### src/rtl/rsc_pkg.sv
package rsc_pkg;
  localparam int DATA_W   = 32;
  localparam int NCAUSE   = 5;
  localparam int CAUSE_LO = DATA_W - NCAUSE;

  // field order is the bit order 31..27 that software decodes
  typedef struct packed {
    logic pwr_on;     // 31 power-on
    logic sw_pwr_on;  // 30 software power-on command
    logic sw_ext;     // 29 software external reset command
    logic btn_pwr_on; // 28 button power-on
    logic btn_ext;    // 27 button external reset
  } cause_t;

  localparam cause_t CAUSE_POR_ONLY = '{pwr_on: 1'b1, default: 1'b0};
endpackage

### src/rtl/rsc_addr_dec.sv
module rsc_addr_dec #(
  parameter int AW = 16,
  parameter logic [AW-1:0] OFFSET = 16'hF020
) (
  input  logic [AW-1:0] addr,
  output logic          hit_data
);
  localparam logic [AW-1:0] DATA_ADDR = OFFSET + AW'(4);

  logic unused_lsb;
  assign unused_lsb = ^addr[1:0];

  assign hit_data = (addr[AW-1:2] == DATA_ADDR[AW-1:2]);
endmodule

### src/rtl/rsc_boot_count.sv
module rsc_boot_count #(
  parameter int CNT_W = 4
) (
  input  logic clk,
  input  logic rst,
  input  logic clr,
  output logic first
);
  localparam logic [CNT_W-1:0] CNT_MAX = {CNT_W{1'b1}};

  // power-up value: the counter is not cleared by the event it counts
  logic [CNT_W-1:0] cnt_q = '0;

  always_ff @(posedge clk) begin
    if (rst) begin
      if (cnt_q != CNT_MAX) cnt_q <= cnt_q + 1'b1;
    end else if (clr) begin
      cnt_q <= '0;
    end
  end

  assign first = (cnt_q == '0);

  // saturation, never wraps to zero by counting
  a_r7_saturate: assert property (@(posedge clk) disable iff (rst)
    (cnt_q == CNT_MAX && !clr) |=> (cnt_q == CNT_MAX));

  // a software power-on command re-arms power-on detection
  a_r4_rearm: assert property (@(posedge clk) disable iff (rst)
    clr |=> first);
endmodule

### src/rtl/rsc_cause_reg.sv
module rsc_cause_reg
  import rsc_pkg::*;
(
  input  logic   clk,
  input  logic   rst,
  input  logic   first,
  input  logic   wr,
  input  cause_t wcause,
  output cause_t cause_q
);
  cause_t cause_r = '0;

  always_ff @(posedge clk) begin
    if (rst) begin
      if (first) cause_r <= CAUSE_POR_ONLY;
    end else if (wr) begin
      cause_r.pwr_on     <= cause_r.pwr_on     & ~wcause.pwr_on;
      cause_r.btn_pwr_on <= cause_r.btn_pwr_on & ~wcause.btn_pwr_on;
      cause_r.btn_ext    <= cause_r.btn_ext    & ~wcause.btn_ext;
      cause_r.sw_pwr_on  <= wcause.sw_pwr_on;
      cause_r.sw_ext     <= wcause.sw_ext;
    end
  end

  assign cause_q = cause_r;

  // first reset reports power-on only
  a_r1_por_load: assert property (@(posedge clk) disable iff (rst)
    $past(rst && first) |-> (cause_q == CAUSE_POR_ONLY));

  // a warm reset leaves the word untouched
  a_r7_warm_hold: assert property (@(posedge clk) disable iff (rst)
    ($past(rst) && !$past(first)) |-> (cause_q == $past(cause_q)));

  // written ones clear the sticky flags
  a_r2_w1c: assert property (@(posedge clk) disable iff (rst)
    (wr && wcause.pwr_on) |=> !cause_q.pwr_on);

  // command bits follow the written value
  a_r3_direct: assert property (@(posedge clk) disable iff (rst)
    wr |=> (cause_q.sw_pwr_on == $past(wcause.sw_pwr_on)) &&
           (cause_q.sw_ext == $past(wcause.sw_ext)));
endmodule

### src/rtl/rsc_req_pulse.sv
module rsc_req_pulse
  import rsc_pkg::*;
(
  input  logic   clk,
  input  logic   rst,
  input  logic   wr,
  input  cause_t wcause,
  output logic   req
);
  logic req_q = 1'b0;

  always_ff @(posedge clk) begin
    if (rst) req_q <= 1'b0;
    else     req_q <= wr & (wcause.sw_pwr_on | wcause.sw_ext);
  end

  assign req = req_q;

  // a request only ever follows a command write
  a_r6_req_cause: assert property (@(posedge clk) disable iff (rst)
    req |-> $past(wr && (wcause.sw_pwr_on || wcause.sw_ext)));

  // a single command write gives exactly one cycle of request
  a_r6_req_single: assert property (@(posedge clk) disable iff (rst)
    (req && !$past(wr, 1)) |-> 1'b0 ) ;
endmodule

### src/rtl/rst_status_ctrl.sv
module rst_status_ctrl
  import rsc_pkg::*;
#(
  parameter int AW = 16,
  parameter logic [AW-1:0] OFFSET = 16'hF020,
  parameter int CNT_W = 4
) (
  input  logic              clk,
  input  logic              rst,
  input  logic              wr_en,
  input  logic              rd_en,
  input  logic [AW-1:0]     addr,
  input  logic [DATA_W-1:0] wdata,
  output logic [DATA_W-1:0] rdata,
  output logic              rst_req
);
  logic   hit_data;
  logic   wr_hit;
  logic   first;
  cause_t wcause;
  cause_t cause_q;
  logic   unused_wlow;

  assign wcause      = cause_t'(wdata[DATA_W-1:CAUSE_LO]);
  assign unused_wlow = ^wdata[CAUSE_LO-1:0];

  rsc_addr_dec #(.AW(AW), .OFFSET(OFFSET)) u_dec (
    .addr     (addr),
    .hit_data (hit_data)
  );

  assign wr_hit = wr_en & hit_data;

  rsc_boot_count #(.CNT_W(CNT_W)) u_cnt (
    .clk   (clk),
    .rst   (rst),
    .clr   (wr_hit & wcause.sw_pwr_on),
    .first (first)
  );

  rsc_cause_reg u_cause (
    .clk     (clk),
    .rst     (rst),
    .first   (first),
    .wr      (wr_hit),
    .wcause  (wcause),
    .cause_q (cause_q)
  );

  rsc_req_pulse u_req (
    .clk    (clk),
    .rst    (rst),
    .wr     (wr_hit),
    .wcause (wcause),
    .req    (rst_req)
  );

  logic [DATA_W-1:0] rdata_q = '0;

  always_ff @(posedge clk) begin
    if (rst)        rdata_q <= '0;
    else if (rd_en) rdata_q <= hit_data ? {cause_q, {CAUSE_LO{1'b0}}} : '0;
  end

  assign rdata = rdata_q;

  // reads away from the data word return zero
  a_r8_zero_word: assert property (@(posedge clk) disable iff (rst)
    (rd_en && !hit_data) |=> (rdata == '0));

  // low bits of the data word are always zero
  a_r8_low_zero: assert property (@(posedge clk) disable iff (rst)
    rd_en |=> (rdata[CAUSE_LO-1:0] == '0));

  // read data holds without a read strobe
  a_r9_hold: assert property (@(posedge clk) disable iff (rst)
    !rd_en |=> $stable(rdata));
endmodule

### config.mk
export PLATFORM = sky130hd
export DESIGN_NAME = rst_status_ctrl
export DESIGN_NICKNAME = d
export VERILOG_FILES = /design/src/rtl/rsc_pkg.sv /design/src/rtl/rsc_addr_dec.sv /design/src/rtl/rsc_boot_count.sv /design/src/rtl/rsc_cause_reg.sv /design/src/rtl/rsc_req_pulse.sv /design/src/rtl/rst_status_ctrl.sv
export SDC_FILE = /design/constraint.sdc
export NUM_CORES = 1
export LEC_CHECK = 0
export ABC_AREA = 1
export CORE_MARGIN = 5
export CORE_UTILIZATION = 65
export CTS_CLUSTER_DIAMETER = 100
export DETAILED_ROUTE_END_ITERATION = 12
export DONT_BUFFER_PORTS = 1
export PLACE_DENSITY = 0.79
export RECOVER_POWER = 50
export SKIP_LAST_GASP = 1
export SYNTH_ARGS = -nofsm -noshare
export SYNTH_HDL_FRONTEND = slang
export SYNTH_SLANG_ARGS = --single-unit
### constraint.sdc
create_clock -name clk -period 2.7 [get_ports clk]
set_input_delay 0.135 -clock clk [delete_from_list [all_inputs] [get_ports clk]]
set_output_delay 0.135 -clock clk [all_outputs]
set_load 0.02 [all_outputs]
Word-level counts from Yosys, hierarchy flattened:

Cells that the tools add are included.

* output and inout port bits: 33
* memories kept: 0
* flip-flop bits (word level): 42
* latch bits: 0
* bits of input ports: 52
* bits in read-only memories: 0
* bits in writable memories: 0
* word-level logic and storage cells: 35

* bitwise logic cells: 10
* shift operators: 0
* div/mod/pow operators: 0
* $lt $le $gt $ge: 0
* add/sub/neg operators: 1
* $mul: 0
* reductions and logical operators: 5
* eq/ne operators: 4
* mux-type cells: 7

Operator list (count)
* two-way mux 32 bit: 1
* two-way mux 5 bit: 3
* equality test 14 bit (second input constant): 1
* two-way mux 4 bit: 3
* bitwise AND 1 bit: 6
* adder 4 x 1 -> 4 bit (second input constant): 1
* logical NOT 4 bit: 1
* != test 4 bit (second input constant): 1
* AND reduction 2 bit: 2
* nonzero test 2 bit: 2
* NOT 1 bit: 3
* != test 2 x 1 -> 1 bit (second input constant): 1
* != test 2 bit (second input constant): 1
* OR 1 bit: 1

Logic depth before layout (Yosys ltp):

Gate-level depths: netlist (run 1).

* word-level depth: 5
* gate-level depth with buffers: 6
* mapped depth without buffers: 6

Cells and area by module:

From an unflattened synthesis (run 1), not the netlist that was laid out.

* cells, all modules: 120
* area, all modules: 933.4 um^2

Modules (own cells, without submodules)
* rst_status_ctrl: area each 394.1 um^2, sequential area each 100.1 um^2, cells each 53, times used 1
* rsc_boot_count: area each 231.5 um^2, sequential area each 120.1 um^2, cells each 26, times used 1
* rsc_cause_reg: area each 211.5 um^2, sequential area each 150.1 um^2, cells each 20, times used 1
* rsc_addr_dec: area each 61.3 um^2, sequential area each 0.0 um^2, cells each 16, times used 1
* rsc_req_pulse: area each 35.0 um^2, sequential area each 20.0 um^2, cells each 5, times used 1

Worst setup path before layout (run 1):

OpenSTA, ideal clock, no wires.

* path type: register to register
* start: reg u_cnt.cnt_q[0]
* end: reg u_cnt.cnt_q[0] (enable)
* cell stages (with the launch flop): 5
* arrival: 0.882 ns
* setup time: 0.307 ns
* buffers on the path: 0
* data required time: 2.393 ns
* clock period less this slack: 1.190 ns
* path slack: 1.510 ns
* cell sequence: edfxtp_1 > ha_1 > nand2_1 > o21ai_0 > nand2_1

* word-level cells in the longest chain between the ends: 3

Ends and longest elaborated chain
* from (decl): line rsc_boot_count.sv:12 `logic [CNT_W-1:0] cnt_q = '0;`
* from (signal assigned): line rsc_boot_count.sv:16 `if (cnt_q != CNT_MAX) cnt_q <= cnt_q + 1'b1;`
* != test 4 bit: line rsc_boot_count.sv:16
* != test 2 x 1 -> 1 bit (no source line)
* AND reduction 2 bit (no source line)

Every way passes these cells.
A chain may end at the register's enable or synchronous reset.

Worst setup path after layout (run 1):

Ends and elaborated chain as after synthesis.

==> results of run 1 <==
-- cell usage in the layout, fill, tap and decap left out, drive strengths merged, types with 4 or more instances in the layout --
cell type,n
nand2,27
dlygate4sd3,4
nor2,22
a21oi,6
nand3,7
conb,27
dfxtp,6
edfxtp,9
inv,21
-- per-layer routing --
metal | vias up | global-route usage
li1 | 372 | -
met1 | 322 | 0.1423
met2 | 38 | 0.2669
met3 | 2 | 0.07831
met4 | 0 | 0.02620
met5 | - | 0
-- power groups by stage --
stage	registers (mW)	logic [mW]	clock network, mW
2_1_floorplan	0.259	0.0930	0
3_3_place_gp	0.260	0.0629	0
3_5_place_dp	0.260	0.0651	0
4_1_cts	0.255	0.0695	0.134
5_1_grt	0.256	0.0807	0.148
6_report	0.255	0.0720	0.132
-- cell usage after synthesis --
master,instances
sky130_fd_sc_hd__conb_1,1
sky130_fd_sc_hd__buf_4,27
sky130_fd_sc_hd__o21ai_0,3
sky130_fd_sc_hd__nand3_1,7
sky130_fd_sc_hd__nand2_2,2
sky130_fd_sc_hd__inv_1,20
sky130_fd_sc_hd__ha_1,2
sky130_fd_sc_hd__or2_4,1
sky130_fd_sc_hd__edfxtp_1,9
sky130_fd_sc_hd__a21oi_1,6
sky130_fd_sc_hd__nor2_1,20
sky130_fd_sc_hd__nand2_1,25
sky130_fd_sc_hd__inv_2,1
sky130_fd_sc_hd__nor2_4,2
sky130_fd_sc_hd__dfxtp_1,6
sky130_fd_sc_hd__nand4_1,2
sky130_fd_sc_hd__buf_6,1
-- path summary, 6_finish.rpt --
| path | slack, ps | to | cells after the start |
|---|---|---|---|
| setup / recovery | 1400 | u_cnt.cnt_q[0] | 4 |
| hold / removal | 10 | u_cause.cause_q[2] | 1 |
| setup reg to reg | 1400 | u_cnt.cnt_q[0] | 4 |
| hold reg to reg | 570 | rdata[29] | 2 |
-- layout make-up --
cell class	instances	area, sq um	share of cell area
Inverter	21	78.83	0.07955
Sequential cell	15	390.4	0.3939
Clock buffer	3	22.52	0.02273
Multi-Input combinational cell	97	431.7	0.4356
Tap cell	16	20.02	0.02020
Timing Repair Buffer	4	40.04	0.04040
Clock inverter	1	7.507	0.007576
-- per-stage QoR --
stage	hold WS [ps]	setup WS [ps]	cells	util	instance area (sq um)
after global placement	206.0	1434	149	0.6185	920.9
after detailed placement	208.3	1413	149	0.6185	920.9
final	14.97	1398	157	0.6655	991.0
after CTS	4.350	1401	156	0.6588	980.9
after global routing	6.685	1330	157	0.6655	991.0
after floorplan	264.4	1510	161	-	1115
-- critical path: stages, from the launching register on --
cell                       delay [ps]
sky130_fd_sc_hd__edfxtp_1         450
sky130_fd_sc_hd__ha_1             240
sky130_fd_sc_hd__nand2_1           70
sky130_fd_sc_hd__o21ai_0           80
sky130_fd_sc_hd__nand2_1          170
-- what timing repair did --
action / 4_1_cts / 5_1_grt
hold endpoints to repair: 6 / 1
endpoints found under the setup margin: 0 / 0
hold buffers: 3 / 1
-- flip-flops by register name, indices dropped and copies added (netlist names) --
register         count
u_cause.cause_q      5
u_req.req            1
u_cnt.cnt_q          4
rdata                5
-- cell families (layout without fill, tap and decap cells) --
logic type	after synthesis	after routing
AO/OA/AOI/OAI	9	9
adder cells (fa/ha/maj)	2	2
buffers and inverters	49	29
flip-flops	15	15
other	1	27
AND/OR/NAND/NOR	59	59
==> flow_summary.json, run 1 <==
{
  "outcome": "complete, no violations",
  "die_w_microns": 49.56,
  "synth.top_cells.by_area": "sky130_fd_sc_hd__edfxtp_1, sky130_fd_sc_hd__buf_4, sky130_fd_sc_hd__dfxtp_1",
  "yosysTopAreaCellShare": 0.2657,
  "clk_root_buffer_cell": "sky130_fd_sc_hd__clkbuf_4",
  "nNetsFinal": 196,
  "static-leakage-power_nw": 0.5070,
  "cell_internal_pwr_uw": 323.1,
  "synth_top_family_by_area": "buffers and inverters",
  "worst_setup_path_start_kind": "register",
  "std_cell_rows": 14,
  "r2r_start": "u_cnt.cnt_q[0]",
  "post_synth_fa_ha_maj_area_fraction": 0.02460,
  "power.share.switching": 0.2952,
  "power_density_nw_per_um2": 462.6,
  "post_synth.cell_area_avg_sq_um": 7.535,
  "io_buffers": 0,
  "cp-startpoint": "u_cnt.cnt_q[0]",
  "design.portCount": 85,
  "finalHoldViolCount": 0,
  "fin_crit_sh": 0.4821,
  "power.share.sequential": 0.556,
  "highest_layer": "met4",
  "numCtsBuffers": 3,
  "cts.clk_slew.worst_paths_ps": 100,
  "drt_first_pass_iters": 4,
  "layout-drive-gt1-share": 0.07092,
  "synth-xor-area-share": 0,
  "groute.usage.overall": 0.1454,
  "drt_drc_violations_left": 0,
  "cts_post_setup_buffers_inserted": 0,
  "synth-seq-area-share": 0.3838,
  "muxShareOfSynthArea": 0,
  "cts-htree-levels": 1,
  "met2_length_microns": 911,
  "timing.hold.worst.start": "rst",
  "syn_to_final_growth_pct": -2.583,
  "rsz0062_at_grt": "false",
  "synth_seq_cells": 15,
  "final.min_clock_period_ps": 1302,
  "grt-ovfl-total": 0,
  "netSwitchingPower_uw": 135.3,
  "worstSetupPathType": "register to register",
  "wl_met1_microns": 587,
  "synthDistinctLibCells": 17,
  "post_dr_wirelength_cell_microns": 11.13,
  "p_total_uw": 458.4,
  "synth_simple_gate_area_share": 0.2558,
  "antennaDiodeCount": 0,
  "ctsResizeCount": 0,
  "route.detailed.vias_per_inst": 4.675,
  "clkPwrFrac": 0.287,
  "worst_skew_pair.late_latency_ps": 290,
  "power.combinational.fraction": 0.157,
  "clock-sinks": 15,
  "synth_compound_gate_area_share": 0.04428,
  "die_area_sq_um": 2456,
  "clockBufferDepth": 2,
  "antenna_found_initial": 0,
  "via_count": 734,
  "synth_top_area_cell": "sky130_fd_sc_hd__edfxtp_1",
  "antenna_nets_post_route": 0,
  "gp_routability_congestion": 0.8001,
  "worstPathRequired_ps": 2700,
  "dp.final_hpwl_microns": 1441,
  "fmax_mhz": 768.3,
  "timing.critical_path.arrival_ps": 1310,
  "grt_pass1_wl_microns": 2815,
  "syn_area_sq_um": 1017,
  "synthCells": 135,
  "yosys_warnings": 0,
  "drt_first_iter_violations": 27,
  "path_max_fanout": 4,
  "nature_of_the_critical_path_endpoint": "register",
  "timing.final.max_slew_violations": 0,
  "met3_layer_wire_length_in_the_routed_design_microns": 240,
  "grt_pass1_vias": 699,
  "cts_tree": "built",
  "floorplan.core_area_sq_um": 1489,
  "hold_path.class": "input pin to register",
  "max_cap_viol": 0,
  "setup_violations": 0,
  "irDropWorstVdd_v": 0.0003751,
  "routed_wirelength_microns": 1747,
  "floorplan.initialDensity": 0.6832,
  "filler_cells_inserted": 141,
  "finalSetupTns_ps": 0,
  "largest_clock_skew_in_the_final_design_ps": 14.16,
  "die_h_microns": 49.56,
  "grt_max_degree": 11
}
No activity file was read; power rests on OpenSTA's default activity.
==> run 2, diff against run 1 <==
CORE_UTILIZATION = 61   (was 65)
PLACE_DENSITY = 0.75   (was 0.79)
clock period = 1.4 ns   (was 2.7 ns; I/O delays follow)
==> run 2 against run 1 <==
Effect of this change:
- power increased by 92%
- non-clock buffer count is 3 higher
- sequential power increased by 93%
- cell count is 1.9% higher
- critical path depth is the same
- clock skew is 9.5 ps lower
- first-iteration DRC count decreased by 59%
- hold slack lost 6.6 ps
- largest power group unchanged
==> flow_summary.json, run 2 (same netlist as run 1, synthesis figures left out) <==
{
  "route.detailed.vias_per_inst": 4.656,
  "timing.critical_path.arrival_ps": 1270,
  "netSwitchingPower_uw": 254.6,
  "layout-drive-gt1-share": 0.06944,
  "setup_violations": 0,
  "cts_post_setup_buffers_inserted": 0,
  "via_count": 745,
  "antennaDiodeCount": 0,
  "fmax_mhz": 775.0,
  "drt_first_pass_iters": 4,
  "post_dr_wirelength_cell_microns": 10.78,
  "syn_to_final_growth_pct": 0.1233,
  "power.share.sequential": 0.558,
  "dp.final_hpwl_microns": 1383,
  "critPathMostFrequentCell": "sky130_fd_sc_hd__nand2_1",
  "design.portCount": 85,
  "antenna_found_initial": 0,
  "io_buffers": 0,
  "finalSetupTns_ps": 0,
  "die_area_sq_um": 2584,
  "drt_drc_violations_left": 0,
  "irDropWorstVdd_v": 0.0006041,
  "cts_tree": "built",
  "worstPathRequired_ps": 1380,
  "fin_crit_sh": 0.9217,
  "gp_routability_congestion": 0.7831,
  "die_h_microns": 50.84,
  "grt_pass1_vias": 694,
  "grt-ovfl-total": 0,
  "critical_path.max_stage_delay_ps": 430,
  "p_total_uw": 880.1,
  "rsz0062_at_grt": "false",
  "die_w_microns": 50.84,
  "grt_max_degree": 10,
  "worst_skew_pair.late_latency_ps": 280,
  "clkPwrFrac": 0.275,
  "worstPathCellList": "ha_1 -> nand2_1 -> o21ai_0 -> nand2_1",
  "floorplan.core_area_sq_um": 1541,
  "power_density_nw_per_um2": 864.1,
  "timing.final.max_slew_violations": 0,
  "largest_clock_skew_in_the_final_design_ps": 4.695,
  "nNetsFinal": 199,
  "nature_of_the_critical_path_endpoint": "register",
  "max_cap_viol": 0,
  "power.share.switching": 0.2893,
  "critPathSlowestCell": "sky130_fd_sc_hd__edfxtp_1",
  "routed_wirelength_microns": 1724,
  "cts.clk_slew.worst_paths_ps": 90,
  "outcome": "complete, no violations",
  "floorplan.initialDensity": 0.6599,
  "finalHoldViolCount": 0,
  "filler_cells_inserted": 155,
  "final.min_clock_period_ps": 1290,
  "cts-htree-levels": 1,
  "path_max_fanout": 4,
  "timing.final.ws_setup_ps": 109.6,
  "hold_path.class": "input pin to register",
  "place_ws_ps": 121.0,
  "std_cell_rows": 14,
  "clk_root_buffer_cell": "sky130_fd_sc_hd__clkbuf_4",
  "groute.usage.overall": 0.1397,
  "layout_common_cells": "sky130_fd_sc_hd__conb_1, sky130_fd_sc_hd__nand2_1, sky130_fd_sc_hd__inv_1, sky130_fd_sc_hd__nor2_1, sky130_fd_sc_hd__edfxtp_1",
  "worst_setup_path_start_kind": "register",
  "clock-sinks": 15,
  "mostFrequentLayoutCell": "sky130_fd_sc_hd__conb_1",
  "cell_internal_pwr_uw": 625.5,
  "numCtsBuffers": 3,
  "drt_first_iter_violations": 11,
  "holdWs_ps": 8.347,
  "static-leakage-power_nw": 0.5233,
  "antenna_nets_post_route": 0,
  "clockBufferDepth": 2,
  "worstSetupPathType": "register to register",
  "grt_pass1_wl_microns": 2808,
  "power.combinational.fraction": 0.167
}
==> run 2: timing repair <==
action,in CTS,in global routing
resized for setup,0,0
endpoints found under the hold margin,12,0
hold buffers,7,0
==> run 2: critical path, delay by kind of cell (launching register included) <==
family / cells / cell delay, ps
DFF: 1 / 430
and+or+nand+nor: 2 / 250
adders and majority gates: 1 / 240
AOI/OAI and AO/OA: 1 / 70
==> run 2: path summary, 6_finish.rpt <==
check                                    start        endpoint  slack (ps)  cells past startpoint
worst max register to register  u_cnt.cnt_q[0]  u_cnt.cnt_q[2]         110                      4
worst min-delay path                     rd_en       rdata[31]           8                      3
worst max-delay path            u_cnt.cnt_q[0]  u_cnt.cnt_q[2]         110                      4
worst min register to register       rdata[31]       rdata[31]         570                      2
==> run 2: layout make-up <==
class / count / area (sq um) / area share
Clock buffer: 3 / 22.52 / 0.02211
Clock inverter: 1 / 5.005 / 0.004914
Inverter: 21 / 78.83 / 0.07740
Multi-Input combinational cell: 97 / 431.7 / 0.4238
Sequential cell: 15 / 390.4 / 0.3833
Tap cell: 16 / 20.02 / 0.01966
Timing Repair Buffer: 7 / 70.07 / 0.06880
==> run 2: power by group through the flow <==
stage / registers [mW] / logic (mW) / clock network [mW]
2_1_floorplan: 0.499 / 0.179 / 0
3_3_place_gp: 0.501 / 0.121 / 0
3_5_place_dp: 0.501 / 0.125 / 0
4_1_cts: 0.491 / 0.144 / 0.250
5_1_grt: 0.493 / 0.164 / 0.276
6_report: 0.491 / 0.147 / 0.242
==> run 2: stage by stage <==
step	std cells	utilization	area, sq um
finish	160	0.6607	1018
global route	160	0.6607	1018
CTS	160	0.6607	1018
detailed placement	149	0.5974	920.9
global placement	149	0.5974	920.9
floorplan	161	-	1115
==> run 2: metal layers <==
metal / vias to the layer above / global-route usage / share of wire
met5: - / 0 / 0
met1: 325 / 0.1510 / 0.35
met4: 0 / 0.01277 / 0.0023
li1: 376 / - / -
met2: 42 / 0.2479 / 0.51
met3: 2 / 0.07558 / 0.14
